===== config.mk =====
export PLATFORM = sky130hd
export DESIGN_NAME = cfgb_bridge
export DESIGN_NICKNAME = d
export VERILOG_FILES = /design/src/rtl/cfgb_pkg.sv /design/src/rtl/cfgb_engine.sv /design/src/rtl/cfgb_responder.sv /design/src/rtl/cfgb_bridge.sv
export SDC_FILE = /design/constraint.sdc
export NUM_CORES = 1
export LEC_CHECK = 0
export CAP_MARGIN = 20
export CORE_ASPECT_RATIO = 2
export CORE_MARGIN = 2
export CORE_UTILIZATION = 60
export DETAILED_ROUTE_END_ITERATION = 10
export PLACE_DENSITY = 0.79
export SKIP_CTS_REPAIR_TIMING = 1
export SYNTH_ARGS = -nofsm -noshare
export SYNTH_HDL_FRONTEND = slang
export SYNTH_SLANG_ARGS = --single-unit
export TNS_END_PERCENT = 10

===== constraint.sdc =====
create_clock -name clk -period 6.2 [get_ports clk]
set_input_delay 1.86 -clock clk [delete_from_list [all_inputs] [get_ports clk]]
set_output_delay 1.86 -clock clk [all_outputs]
set_load 0.005 [all_outputs]

===== src/rtl/cfgb_pkg.sv =====
package cfgb_pkg;
   localparam int WORD_W = 32;

   localparam logic [7:0] OFS_DATA = 8'hA0;
   localparam logic [7:0] OFS_CTRL = 8'hA4;
   localparam logic [7:0] OFS_STAT = 8'hA8;

   localparam logic [1:0] STAT_DONE = 2'b01;
   localparam logic [1:0] STAT_ERR  = 2'b10;

   typedef struct packed {
      logic        start;
      logic        wr;
      logic [3:0]  ctl_idx;
      logic [5:0]  func;
      logic [1:0]  spare;
      logic [1:0]  site;
      logic [3:0]  pos;
      logic [11:0] dev;
   } cmd_t;
endpackage


===== src/rtl/cfgb_engine.sv =====
module cfgb_engine
   import cfgb_pkg::*;
#(
   parameter int TIMEOUT = 1024
) (
   input  logic              clk,
   input  logic              rst_n,
   input  logic              wr_data_en,
   input  logic              wr_ctrl_en,
   input  logic              wr_stat_en,
   input  logic [WORD_W-1:0] wdata,
   output cmd_t              ctrl_q,
   output logic [WORD_W-1:0] data_q,
   output logic [1:0]        stat_q,
   output logic              req_valid,
   input  logic              rsp_valid,
   input  logic              rsp_err,
   input  logic [WORD_W-1:0] rsp_rdata
);
   localparam int TW = $clog2(TIMEOUT + 1);

   if (TIMEOUT < 2) begin : g_bad_timeout
      $error("cfgb_engine: TIMEOUT must be at least 2");
   end

   logic          busy;
   logic          launch;
   logic [TW-1:0] tcnt;
   logic          expired;

   assign busy    = ctrl_q.start;
   assign launch  = wr_ctrl_en && !busy && wdata[WORD_W-1];
   assign expired = busy && (tcnt == TW'(TIMEOUT - 1));

   always_ff @(posedge clk) begin
      if (!rst_n) begin
         ctrl_q    <= '0;
         data_q    <= '0;
         stat_q    <= '0;
         req_valid <= 1'b0;
         tcnt      <= '0;
      end else begin
         req_valid <= launch;
         if (wr_ctrl_en && !busy) ctrl_q <= cmd_t'(wdata);
         if (wr_data_en && !busy) data_q <= wdata;
         if (wr_stat_en)          stat_q <= '0;
         if (launch)    tcnt <= '0;
         else if (busy) tcnt <= tcnt + 1'b1;
         if (busy && rsp_valid) begin
            ctrl_q.start <= 1'b0;
            stat_q       <= rsp_err ? STAT_ERR : STAT_DONE;
            if (!ctrl_q.wr && !rsp_err) data_q <= rsp_rdata;
         end else if (expired) begin
            ctrl_q.start <= 1'b0;
            stat_q       <= STAT_ERR;
         end
      end
   end

   AST_START_FALL_SETS_STATUS: assert property (@(posedge clk) disable iff (!rst_n)
      $fell(ctrl_q.start) |-> (stat_q != 2'b00));
   AST_BUSY_CMD_STABLE: assert property (@(posedge clk) disable iff (!rst_n)
      (ctrl_q.start && $past(ctrl_q.start)) |-> $stable(ctrl_q));
   AST_ERR_EXCLUSIVE: assert property (@(posedge clk) disable iff (!rst_n)
      $countones(stat_q) <= 1);
   AST_ERR_KEEPS_DATA: assert property (@(posedge clk) disable iff (!rst_n)
      (ctrl_q.start && rsp_valid && rsp_err) |=> $stable(data_q));
   AST_TIMEOUT_BOUND: assert property (@(posedge clk) disable iff (!rst_n)
      ctrl_q.start |-> (tcnt < TW'(TIMEOUT)));
endmodule


===== src/rtl/cfgb_responder.sv =====
module cfgb_responder
   import cfgb_pkg::*;
#(
   parameter int          NUM_DEV     = 8,
   parameter int          LATENCY     = 4,
   parameter logic [5:0]  MAP_FUNC    = 6'h01,
   parameter logic [5:0]  SILENT_FUNC = 6'h3F
) (
   input  logic              clk,
   input  logic              rst_n,
   input  logic              req_valid,
   input  logic              req_write,
   input  logic [5:0]        req_func,
   input  logic [11:0]       req_dev,
   input  logic [WORD_W-1:0] req_wdata,
   output logic              rsp_valid,
   output logic              rsp_err,
   output logic [WORD_W-1:0] rsp_rdata
);
   localparam int IDX_W = (NUM_DEV > 1) ? $clog2(NUM_DEV) : 1;

   if (LATENCY < 1 || LATENCY > 255) begin : g_bad_latency
      $error("cfgb_responder: LATENCY must lie in 1..255");
   end
   if (NUM_DEV < 1 || NUM_DEV > 4096) begin : g_bad_ndev
      $error("cfgb_responder: NUM_DEV must lie in 1..4096");
   end

   logic [WORD_W-1:0] mem [NUM_DEV];
   logic              pend;
   logic              hit_q;
   logic              wr_q;
   logic [IDX_W-1:0]  idx_q;
   logic [WORD_W-1:0] wd_q;
   logic              hit;
   logic              accept;

   assign hit    = (req_func == MAP_FUNC) && (req_dev < 12'(NUM_DEV));
   assign accept = req_valid && (req_func != SILENT_FUNC);

   if (LATENCY == 1) begin : g_lat_one
      assign rsp_valid = pend;
   end else begin : g_lat_cnt
      logic [7:0] cnt;
      always_ff @(posedge clk) begin
         if (!rst_n)      cnt <= '0;
         else if (accept) cnt <= 8'(LATENCY);
         else if (pend)   cnt <= cnt - 8'd1;
      end
      assign rsp_valid = pend && (cnt == 8'd1);
   end

   assign rsp_err   = !hit_q;
   assign rsp_rdata = hit_q ? mem[idx_q] : '0;

   always_ff @(posedge clk) begin
      if (!rst_n) begin
         pend  <= 1'b0;
         hit_q <= 1'b0;
         wr_q  <= 1'b0;
         idx_q <= '0;
         wd_q  <= '0;
         for (int i = 0; i < NUM_DEV; i++) mem[i] <= '0;
      end else begin
         if (accept) begin
            pend  <= 1'b1;
            hit_q <= hit;
            wr_q  <= req_write;
            idx_q <= req_dev[IDX_W-1:0];
            wd_q  <= req_wdata;
         end else if (rsp_valid) begin
            pend <= 1'b0;
         end
         if (rsp_valid && hit_q && wr_q) mem[idx_q] <= wd_q;
      end
   end

   AST_NO_OVERLAP: assert property (@(posedge clk) disable iff (!rst_n)
      req_valid |-> !pend);
   AST_SILENT_NO_REPLY: assert property (@(posedge clk) disable iff (!rst_n)
      (req_valid && req_func == SILENT_FUNC) |=> !pend);
endmodule


===== src/rtl/cfgb_bridge.sv =====
module cfgb_bridge
   import cfgb_pkg::*;
#(
   parameter int         ADDR_W      = 8,
   parameter int         NUM_DEV     = 8,
   parameter int         LATENCY     = 4,
   parameter int         TIMEOUT     = 1024,
   parameter logic [5:0] MAP_FUNC    = 6'h01,
   parameter logic [5:0] SILENT_FUNC = 6'h3F
) (
   input  logic              clk,
   input  logic              rst_n,
   input  logic              bus_sel,
   input  logic              bus_wr,
   input  logic [ADDR_W-1:0] bus_addr,
   input  logic [31:0]       bus_wdata,
   output logic [31:0]       bus_rdata
);
   if (ADDR_W < 8) begin : g_bad_addr
      $error("cfgb_bridge: ADDR_W must be at least 8");
   end
   if (LATENCY >= TIMEOUT) begin : g_bad_window
      $error("cfgb_bridge: LATENCY must be below TIMEOUT");
   end

   logic              hit_data, hit_ctrl, hit_stat;
   cmd_t              ctrl_q;
   logic [WORD_W-1:0] data_q;
   logic [1:0]        stat_q;
   logic              req_valid, rsp_valid, rsp_err;
   logic [WORD_W-1:0] rsp_rdata;

   assign hit_data = (bus_addr == ADDR_W'(OFS_DATA));
   assign hit_ctrl = (bus_addr == ADDR_W'(OFS_CTRL));
   assign hit_stat = (bus_addr == ADDR_W'(OFS_STAT));

   cfgb_engine #(.TIMEOUT(TIMEOUT)) u_engine (
      .clk        (clk),
      .rst_n      (rst_n),
      .wr_data_en (bus_sel && bus_wr && hit_data),
      .wr_ctrl_en (bus_sel && bus_wr && hit_ctrl),
      .wr_stat_en (bus_sel && bus_wr && hit_stat),
      .wdata      (bus_wdata),
      .ctrl_q     (ctrl_q),
      .data_q     (data_q),
      .stat_q     (stat_q),
      .req_valid  (req_valid),
      .rsp_valid  (rsp_valid),
      .rsp_err    (rsp_err),
      .rsp_rdata  (rsp_rdata)
   );

   cfgb_responder #(
      .NUM_DEV     (NUM_DEV),
      .LATENCY     (LATENCY),
      .MAP_FUNC    (MAP_FUNC),
      .SILENT_FUNC (SILENT_FUNC)
   ) u_resp (
      .clk       (clk),
      .rst_n     (rst_n),
      .req_valid (req_valid),
      .req_write (ctrl_q.wr),
      .req_func  (ctrl_q.func),
      .req_dev   (ctrl_q.dev),
      .req_wdata (data_q),
      .rsp_valid (rsp_valid),
      .rsp_err   (rsp_err),
      .rsp_rdata (rsp_rdata)
   );

   always_comb begin
      bus_rdata = '0;
      if (bus_sel) begin
         if (hit_data)      bus_rdata = data_q;
         else if (hit_ctrl) bus_rdata = ctrl_q;
         else if (hit_stat) bus_rdata = {30'd0, stat_q};
      end
   end
endmodule


# [Word level (Yosys, flattened, before mapping)]
# Memory sizes are Yosys's and may differ from the RTL's. A register that Yosys moved wholly into a read port is not among the register bits.
# Cells that the tools add are included.
[classes] add_sub_neg=2 mul=0 div_mod_pow=0 magnitude_cmp=1 n_eq_ne=7 shift=0 mux=25 bitwise=1 n_reduce_logical=24
[ops] operator="2-to-1 mux 32 bit" count=8
[ops] operator="OR reduction 32 bit" count=1
[ops] operator="equality test 8 bit (second input constant)" count=3
[ops] operator="logical AND 1 bit" count=15
[ops] operator="2-to-1 mux 3 bit" count=5
[ops] operator="less-than comparator 12 x 4 -> 1 bit (second input constant)" count=1
[ops] operator="adder 11 x 1 -> 11 bit (second input constant)" count=1
[ops] operator="equality test 11 x 10 -> 1 bit (second input constant)" count=1
[ops] operator="2-to-1 mux 2 bit" count=5
[ops] operator="equality test 8 x 1 -> 1 bit (second input constant)" count=1
[ops] operator="subtractor 8 x 1 -> 8 bit (second input constant)" count=1
[ops] operator="2-to-1 mux 1 bit" count=7
[ops] operator="equality test 6 x 1 -> 1 bit (second input constant)" count=1
[ops] operator="!= test 6 bit (second input constant)" count=1
[ops] operator="nonzero test 2 bit" count=2
[ops] operator="OR reduction 2 bit" count=2
[ops] operator="nonzero test 3 bit" count=1
[ops] operator="OR reduction 3 bit" count=1
[ops] operator="zero test 1 bit" count=2
[ops] operator="inverter 1 bit" count=1
[word_totals] regBits=124 latchBits=0 ram_bits=256 rom_bits=0 input_bits=44 out_inout_bits=32 wordCells=80 memories=1
[memory_table] memory="u_resp.mem" words=8 width=32 rd=1 rd_ports_with_merged_regs=1 write_ports=8 line_no="cfgb_responder.sv:29" rtl="logic [WORD_W-1:0] mem [NUM_DEV];"

# [Logic depth before layout (Yosys ltp)]
# Gate-level depths: netlist of run 1.
[depth] word_depth=9 mapped_depth=8

# [By module]
# Synthesis of run 1 repeated with hierarchy kept, for this count alone.
[hier_totals] cells_unflattened=1391 area_unflattened_um2=17011.3
[modules_own_cells] module="cfgb_responder" n_inst=1 cells_each=953 area_per_inst_um2=13196.4 seq_area_each_um2=8668.3
[modules_own_cells] module="cfgb_engine" n_inst=1 cells_each=354 area_per_inst_um2=3205.6 seq_area_each_um2=1561.5
[modules_own_cells] module="cfgb_bridge" n_inst=1 cells_each=84 area_per_inst_um2=609.3 seq_area_each_um2=0.0

# [Least setup slack after synthesis of run 1]
# No wires, ideal clock.
[synth_timing] kind="input to register" startpoint="in rst_n" endpoint="mem u_resp.mem[1][0] (enable)" setup_ns=0.466 arrival_ns=4.899 t_required_ns=5.734 setup_slack_ns=0.835 stages=4 n_path_buf=1 path_cell_list="nand3_1 or4_4 buf_6 o21ai_0"
[synth_rtl] element="from (decl)" line_no="cfgb_bridge.sv:12" rtl="input logic rst_n,"
[synth_rtl] element="to (decl)" line_no="cfgb_responder.sv:29"

# [Worst setup path in the final report of run 1]
[layout_timing] startpoint="in bus_addr[1]" endpoint="out bus_rdata[0]"
[layout_between] elab_chain_len=5 word_cells_on_any_way=7
[layout_lines] element="from (decl)" line_no="cfgb_bridge.sv:15" rtl="input logic [ADDR_W-1:0] bus_addr,"
[layout_lines] element="equality test 8 bit" line_no="cfgb_bridge.sv:35" rtl="assign hit_stat = (bus_addr == ADDR_W'(OFS_STAT));"
[layout_lines] element="2-to-1 mux 2 bit" line_no="cfgb_bridge.sv:76" rtl="else if (hit_stat) bus_rdata = {30'd0, stat_q};"
[layout_lines] element="2-to-1 mux 32 bit" line_no="cfgb_bridge.sv:75" rtl="else if (hit_ctrl) bus_rdata = ctrl_q;"
[layout_lines] element="2-to-1 mux 32 bit *" line_no="cfgb_bridge.sv:74" rtl="if (hit_data) bus_rdata = data_q;"
[layout_lines] element="2-to-1 mux 32 bit *" line_no="cfgb_bridge.sv:73" rtl="if (bus_sel) begin"
[layout_lines] element="to (decl)" line_no="cfgb_bridge.sv:17" rtl="output logic [31:0] bus_rdata"
# Mark *: on every way between the ends. The rest lies on a longest branch, timed or not.

==> impl_metrics.ini, run 1 <==
[yosys]
synth_edf_count = 256
synth_top_cell_by_area = edfxtp_1
async_flop_share_pct = 0
synth_cells = 1366
avgSynthCellArea_um2 = 11.9
synth_most_common_cell = nor2_1
synthesis.nets = 1413
syn-cell-area_um2 = 16300
ys.flop_type = edfxtp_1
synth_seq_cells = 383
synth.top_cell.area_share_pct = 47.3
netlist_top_cells_count = nor2_1, edfxtp_1, nand2_1
ys_warn_count = 0
yosys.cell_types.count = 46
synthTopCellsByArea = edfxtp_1, dfxtp_1, mux4_2
synth-seq-area-share_pct = 63.0

[critical_path]
reg2reg_depth = 7
crit_fanout = 3
cp-end-kind = output port
crit_type = input port to output port
critPathArrivalTime_ns = 4.29
start_kind = input port
critPathRequiredTime_ns = 4.34

[global_routing]
track_usage_pct = 30.9
overflow = 0
first_global_vias = 11900
grt_pass1_wl_um = 66100
grt_max_degree = 74
antenna_found_initial = 0

[floorplan]
start_util_pct = 60.6
die_h_um = 237
io_pins = 76
rows = 85
die_width_um = 120
core_um2 = 26800
dieArea_um2 = 28500

[min_path]
hold_class = flop to flop
worstHoldPathCells = 2

[place]
preCtsSetupSlack_ns = -0.0662
dp_hpwl_um = 25300
port_buffers = 75
routabilityCongestion = 0.866

[layout]
drive_gt1_share_pct = 11.6
num-fill-cells = 1935
syn_to_final_growth_pct = 13.3
layout.nets = 1456
num_antenna_cells = 0

[drt]
first_pass_iters = 6
drcViolationCount = 0
dr.first_iter.drc_count = 1063
wirelength_um = 43400
routedWlPerCell_um = 24.4
postRouteAntennaNets = 0
via_per_inst = 6.44
vias = 11500

[sta]
max_slew_margin_pct = 27.6
hold_ws_ns = 0.462
min_period_over_period_pct = 99.2
clock_skew_ns = 0.00953
setup_viol = 0
hold_viol = 0
slew_viol_final = 0
worst_slack_ns = 0.0504
post-route-min-period_ns = 6.15
worst_pin_slew_ns = 1.09
max_clock_freq_mhz = 163
rsz0062_at_grt = yes

[clock_tree]
cts_tree = yes
numCtsBuffers = 31
htreeDepth = 1
clk_latency_ns = 0.58
clk_pin_slew_ns = 0.07
clock_path_buffers = 3
clockRootBuffer = clkbuf_16
clkSinkCount = 383

[power]
peakVddDrop_mv = 0.215
leakagePower_uw = 0.00582
p_per_area_nw_per_um2 = 263

[run_status]
status = completed

[flow_run]
drv_cap = 0
placed cells by master (no fill, tap or decap), types with 3 or more instances in the layout:
cell / n
a21oi_1: 70
a22oi_1: 30
buf_4: 32
clkbuf_1: 6
clkbuf_16: 31
clkdlybuf4s50_1: 75
clkinv_1: 9
clkinv_2: 5
dfxtp_1: 124
edfxtp_1: 256
ha_1: 3
inv_1: 7
mux2i_1: 65
mux4_2: 64
nand2_1: 210
nand3_1: 3
nand3b_1: 3
nand4_1: 10
nor2_1: 283
nor2b_1: 30
nor3_1: 5
nor4_1: 7
nor4b_1: 3
o21ai_4: 9
o22ai_1: 32
xnor2_1: 9
xor2_1: 7
sequential cells by signal, summed over array words and instances (netlist names), 2 cells and up, named ones only:
register / flops
u_resp.g_lat_cnt.cnt: 8
u_engine.tcnt: 11
u_engine.ctrl_q: 31
u_resp.wd_q: 32
u_engine.stat_q: 2
u_engine.data_q: 32
u_resp.idx_q: 3
u_resp.mem: 256
final cells by class:
class	count	area (µm²)	area share, %
inverter	8	30.0	0.163
sequential	383	10200	55.6
timing repair buffer	111	1050	5.72
clock buffer	38	812	4.41
tap	348	435	2.37
clock inverter	19	143	0.775
multi-input combinational	874	5700	30.9
power by group:
part           total [µW]  switching [µW]  internal (µW)
registers            2790            16.3           2770
logic                 156            96.4           60.0
clock network        1910             895           1010
total                4850            1010           3840
logic make-up after synthesis:
kind of cell,synth area share [%]
simple gates,14.6
flops,63.0
compound gates,5.63
mux,12.9
buf+inv,2.84
xor+xnor,0.862
fa+ha+maj,0.231
through the flow:
stage / instance area (µm²) / instances / utilization [%] / TNS [ns] / total power [µW]
after floorplan: 16300 / 1366 / - / 0 / 2910
after global placement: 17400 / 1724 / 65.0 / 0 / 2990
after detailed placement: 17400 / 1724 / 65.0 / -0.111 / 2990
after CTS: 18400 / 1781 / 68.6 / -0.272 / 4850
after global routing: 18400 / 1781 / 68.7 / -0.00110 / 4960
final: 18400 / 1781 / 68.7 / 0 / 4850
routing by layer:
layer	global-route usage (%)	vias to the layer above	wire length [µm]
met5	0	-	0
met4	19.1	0	2650
met3	4.50	172	3820
met2	53.4	698	22500
met1	35.7	5649	14400
li1	-	4954	-
path summary, 6_finish.rpt:
path                      startpoint                 to  slack (ns)
max                      bus_addr[1]       bus_rdata[0]        0.05
min                      u_resp.wr_q        u_resp.wr_q        0.46
max reg2reg  u_resp.g_lat_cnt.cnt[0]  u_resp.mem[1][28]        2.92
min reg2reg              u_resp.wr_q        u_resp.wr_q        0.46
critical path, stage by stage:
cell and delay, ns:
clkdlybuf4s50_1 0.43, or4b_4 0.56, or2_2 0.32, a2111oi_1 0.41, buf_4 0.20, clkdlybuf4s50_1 0.50
No activity file was read; power rests on OpenSTA's default activity.
==> inputs of run 2 (changes only) <==
--- a/config.mk
+++ b/config.mk
@@ -7,7 +7,7 @@
 export LEC_CHECK = 0
 export CAP_MARGIN = 20
 export CORE_ASPECT_RATIO = 2
-export CORE_MARGIN = 2
+export CORE_MARGIN = 3
 export CORE_UTILIZATION = 60
 export DETAILED_ROUTE_END_ITERATION = 10
 export PLACE_DENSITY = 0.79
==> impl_metrics.ini, run 2 (same netlist as run 1, synthesis figures left out) <==
[floorplan]
rows = 84
die_h_um = 239
core_um2 = 26500
dieArea_um2 = 29200
start_util_pct = 61.4
die_width_um = 122
io_pins = 76

[clock_tree]
clockRootBuffer = clkbuf_16
clk_pin_slew_ns = 0.07
numCtsBuffers = 31
htreeDepth = 1
cts_tree = yes
clk_latency_ns = 0.57
clock_path_buffers = 3
clkSinkCount = 383

[layout]
num-fill-cells = 1868
layout_common_cells = nor2_1, edfxtp_1, nand2_1
largest_reg_flops = 256
layout_commonest_cell = nor2_1
largest_register = u_resp.mem
final_cell_area_um2 = 18500
layout.nets = 1459
drive_gt1_share_pct = 12.0
utilization_pct = 70.0
reg.largest.list = u_resp.mem x256, u_engine.data_q x32, u_resp.wd_q x32
syn_to_final_growth_pct = 14.0

[critical_path]
worst_path_max_delay_cell = or4b_4
slowest_delay_ns = 0.59
crit_type = input port to output port
critPathRequiredTime_ns = 4.34
cp-end-kind = output port
start_kind = input port
critPathArrivalTime_ns = 4.33
crit_fanout = 10
path_cells = clkdlybuf4s50_1, or4b_4, buf_4, nor3_4, buf_4, buf_12, a22oi_1, nor2b_1, clkdlybuf4s50_1

[sta]
max_slew_margin_pct = 28.8
max_clock_freq_mhz = 162
worst_slack_ns = 0.0146
worst_pin_slew_ns = 1.07
slew_viol_final = 0
hold_viol = 0
fin_tns_setup_ns = 0
min_period_over_period_pct = 99.8
post-route-min-period_ns = 6.19
setup_viol = 0
clock_skew_ns = 0.0126

[place]
port_buffers = 75
dp_hpwl_um = 26500
place_area_um2 = 17400
preCtsSetupSlack_ns = -0.150
routabilityCongestion = 0.867

[drt]
first_pass_iters = 6
vias = 11600
via_per_inst = 6.51
postRouteAntennaNets = 0
wirelength_um = 44900
dr.first_iter.drc_count = 1498
drcViolationCount = 0
routedWlPerCell_um = 25.2

[run_status]
status = completed

[global_routing]
antenna_found_initial = 3
track_usage_pct = 30.9
overflow = 0
first_global_vias = 11700
grt_max_degree = 74
grt_pass1_wl_um = 67100

[min_path]
hold_class = flop to flop

[power]
peakVddDrop_mv = 0.225
total_power_uw = 4960
p_per_area_nw_per_um2 = 267
leakagePower_uw = 0.00588

[flow_run]
drv_cap = 0
## run 2: cell types whose count changed in the layout (fill, tap and decap cells not counted), sizes merged
cell | previous run | this run
buf | 36 | 37
bufinv | 2 | 4
clkbuf | 38 | 42
clkinv | 15 | 11
diode | 0 | 2
## run 2: where the power goes
part           total (µW)  switching [µW]  leakage (µW)  internal, µW
Combinational         158            97.6       0.00172          60.4
Clock                2010             893      0.000497          1120
Sequential           2790            16.1       0.00367          2770
## run 2: layout make-up
type                    count  area (µm²)  share of cell area, %
flip-flops and latches    383       10200                   55.2
multi-input cells         874        5690                   30.7
repair buffers            114        1110                   5.98
clock buffers              40         840                   4.53
well taps                 344         430                   2.32
clock inverters            17         186                   1.01
inverters                   8        30.0                  0.162
diodes                      2        5.00                 0.0270
## run 2: per-stage QoR
step,instances,hold WS [ns]
3_5_place_dp,1717,0.449
5_1_grt,1782,0.481
6_report,1782,0.461
4_1_cts,1774,0.459
3_3_place_gp,1717,0.448
2_1_floorplan,1366,0.437
## run 2: metal layers
metal | vias up | share of wire (%) | global-route usage [%]
met5 | - | 0 | 0
met4 | 0 | 6.0 | 17.6
met3 | 163 | 9.2 | 4.55
met2 | 768 | 53 | 54.4
met1 | 5711 | 32 | 35.4
li1 | 4962 | - | -
## run 2: path summary, 6_finish.rpt
check,startpoint,slack [ns],end,cells past startpoint
worst max register to register,u_resp.g_lat_cnt.cnt[0],2.66,u_resp.mem[0][27],6
worst min register to register,u_resp.wr_q,0.46,u_resp.wr_q,2
worst min-delay path,u_resp.wr_q,0.46,u_resp.wr_q,2
worst max-delay path,bus_addr[1],0.01,bus_rdata[27],9
## run 2: worst max-delay path, delay by kind of cell
family,cells,cell delay (ns)
buffers and inverters,5,1.51
AND/OR/NAND/NOR,3,0.86
AO/OA/AOI/OAI,1,0.07
==> inputs of run 3 (changes only) <==
--- a/config.mk
+++ b/config.mk
@@ -7,7 +7,7 @@
 export LEC_CHECK = 0
 export CAP_MARGIN = 20
 export CORE_ASPECT_RATIO = 2
-export CORE_MARGIN = 3
+export CORE_MARGIN = 8
 export CORE_UTILIZATION = 60
 export DETAILED_ROUTE_END_ITERATION = 10
 export PLACE_DENSITY = 0.79
==> impl_metrics.ini, run 3 (same netlist as run 1, synthesis figures left out) <==
[critical_path]
path_cells = clkdlybuf4s50_1, or4b_4, or2_2, a2111oi_1, clkdlybuf4s50_1
crit_fanout = 6
critPathRequiredTime_ns = 4.34
slowest_delay_ns = 0.60
crit_top_cell = clkdlybuf4s50_1
crit_type = input port to output port
worst_path_max_delay_cell = or4b_4
critPathArrivalTime_ns = 4.20
cp-end-kind = output port
start_kind = input port

[layout]
drive_gt1_share_pct = 11.7
largest_reg_flops = 256
syn_to_final_growth_pct = 14.2
layout_commonest_cell = nor2_1
reg.largest.list = u_resp.mem x256, u_engine.data_q x32, u_resp.wd_q x32
num_antenna_cells = 0
layout.nets = 1454
layout_common_cells = nor2_1, edfxtp_1, nand2_1
final_cell_area_um2 = 18600
layout.cells.non_filler = 1781
largest_register = u_resp.mem

[floorplan]
dieArea_um2 = 32900
rows = 85
io_pins = 76
die_h_um = 249
die_width_um = 132
core_um2 = 26800
start_util_pct = 60.6

[place]
dpl.cell_count = 1718
place_area_um2 = 17400
dp_hpwl_um = 25900
routabilityCongestion = 0.828
preCtsSetupSlack_ns = 0.0300
port_buffers = 75

[sta]
max_clock_freq_mhz = 165
hold_ws_ns = 0.460
setup_viol = 0
clock_skew_ns = 0.0132
worst_pin_slew_ns = 1.02
slew_viol_final = 0
max_slew_margin_pct = 31.8
fin_tns_setup_ns = 0
worst_slack_ns = 0.142
post-route-min-period_ns = 6.06
rsz0062_at_grt = no
hold_viol = 0
min_period_over_period_pct = 97.7

[global_routing]
first_global_vias = 11900
antenna_found_initial = 0
track_usage_pct = 26.5
grt_pass1_wl_um = 67200
grt_max_degree = 68
overflow = 0

[clock_tree]
clk_latency_ns = 0.52
cts_tree = yes
numCtsBuffers = 34
clkSinkCount = 383
clock_path_buffers = 3
htreeDepth = 2
clockRootBuffer = clkbuf_16
clk_pin_slew_ns = 0.07

[power]
peakVddDrop_mv = 0.234
p_per_area_nw_per_um2 = 277
leakagePower_uw = 0.00589

[drt]
dr.first_iter.drc_count = 977
vias = 11300
postRouteAntennaNets = 0
wirelength_um = 43600
routedWlPerCell_um = 24.5
first_pass_iters = 5
drcViolationCount = 0
via_per_inst = 6.35

[flow_run]
drv_cap = 0

[run_status]
status = completed

[min_path]
hold_class = flop to flop
## run 3: cell types whose count changed in the layout (fill, tap and decap cells not counted), sizes merged
cell      before  now
buf           37   31
diode          2    0
clkbuf        42   46
clkinvlp       2    1
## run 3: metal layers
| metal | GRT usage (%) | up-vias | part of all wire, % |
|---|---|---|---|
| li1 | - | 4948 | - |
| met1 | 28.9 | 5525 | 33 |
| met2 | 46.3 | 689 | 52 |
| met3 | 4.34 | 149 | 8.7 |
| met4 | 17.6 | 0 | 6.0 |
| met5 | 0 | - | 0 |
## run 3: worst paths after layout
kind	startpoint	end	slack, ns	cells after the start
min reg2reg	u_engine.ctrl_q[17]	u_engine.ctrl_q[17]	0.46	2
max reg2reg	u_resp.g_lat_cnt.cnt[0]	u_resp.mem[7][7]	2.55	6
min	u_engine.ctrl_q[17]	u_engine.ctrl_q[17]	0.46	2
max	bus_addr[1]	bus_rdata[1]	0.14	5
## run 3: final cells by class
cell class / count / area, µm²
inverter: 8 / 30.0
fill: 1862 / 8240
multi-input combinational: 874 / 5690
clock buffer: 46 / 970
timing repair buffer: 106 / 1020
sequential: 383 / 10200
tap: 348 / 435
clock inverter: 16 / 178
## run 3: worst max-delay path, delay by kind of cell
kind	cells	cell delay, ns
buffers and inverters	2	1.02
and+or+nand+nor	2	0.93
AOI/OAI and AO/OA	1	0.38
## run 3: where the power goes
part / switching [µW] / internal, µW / leakage [µW]
Combinational: 96.2 / 59.4 / 0.00167
Clock: 927 / 1270 / 0.000556
Sequential: 15.5 / 2770 / 0.00367
## run 3: metrics by stage
step	total power [µW]	util, %
2_1_floorplan	2910	-
3_3_place_gp	2990	64.8
3_5_place_dp	2990	64.8
4_1_cts	5150	69.1
5_1_grt	5240	69.3
6_report	5140	69.3
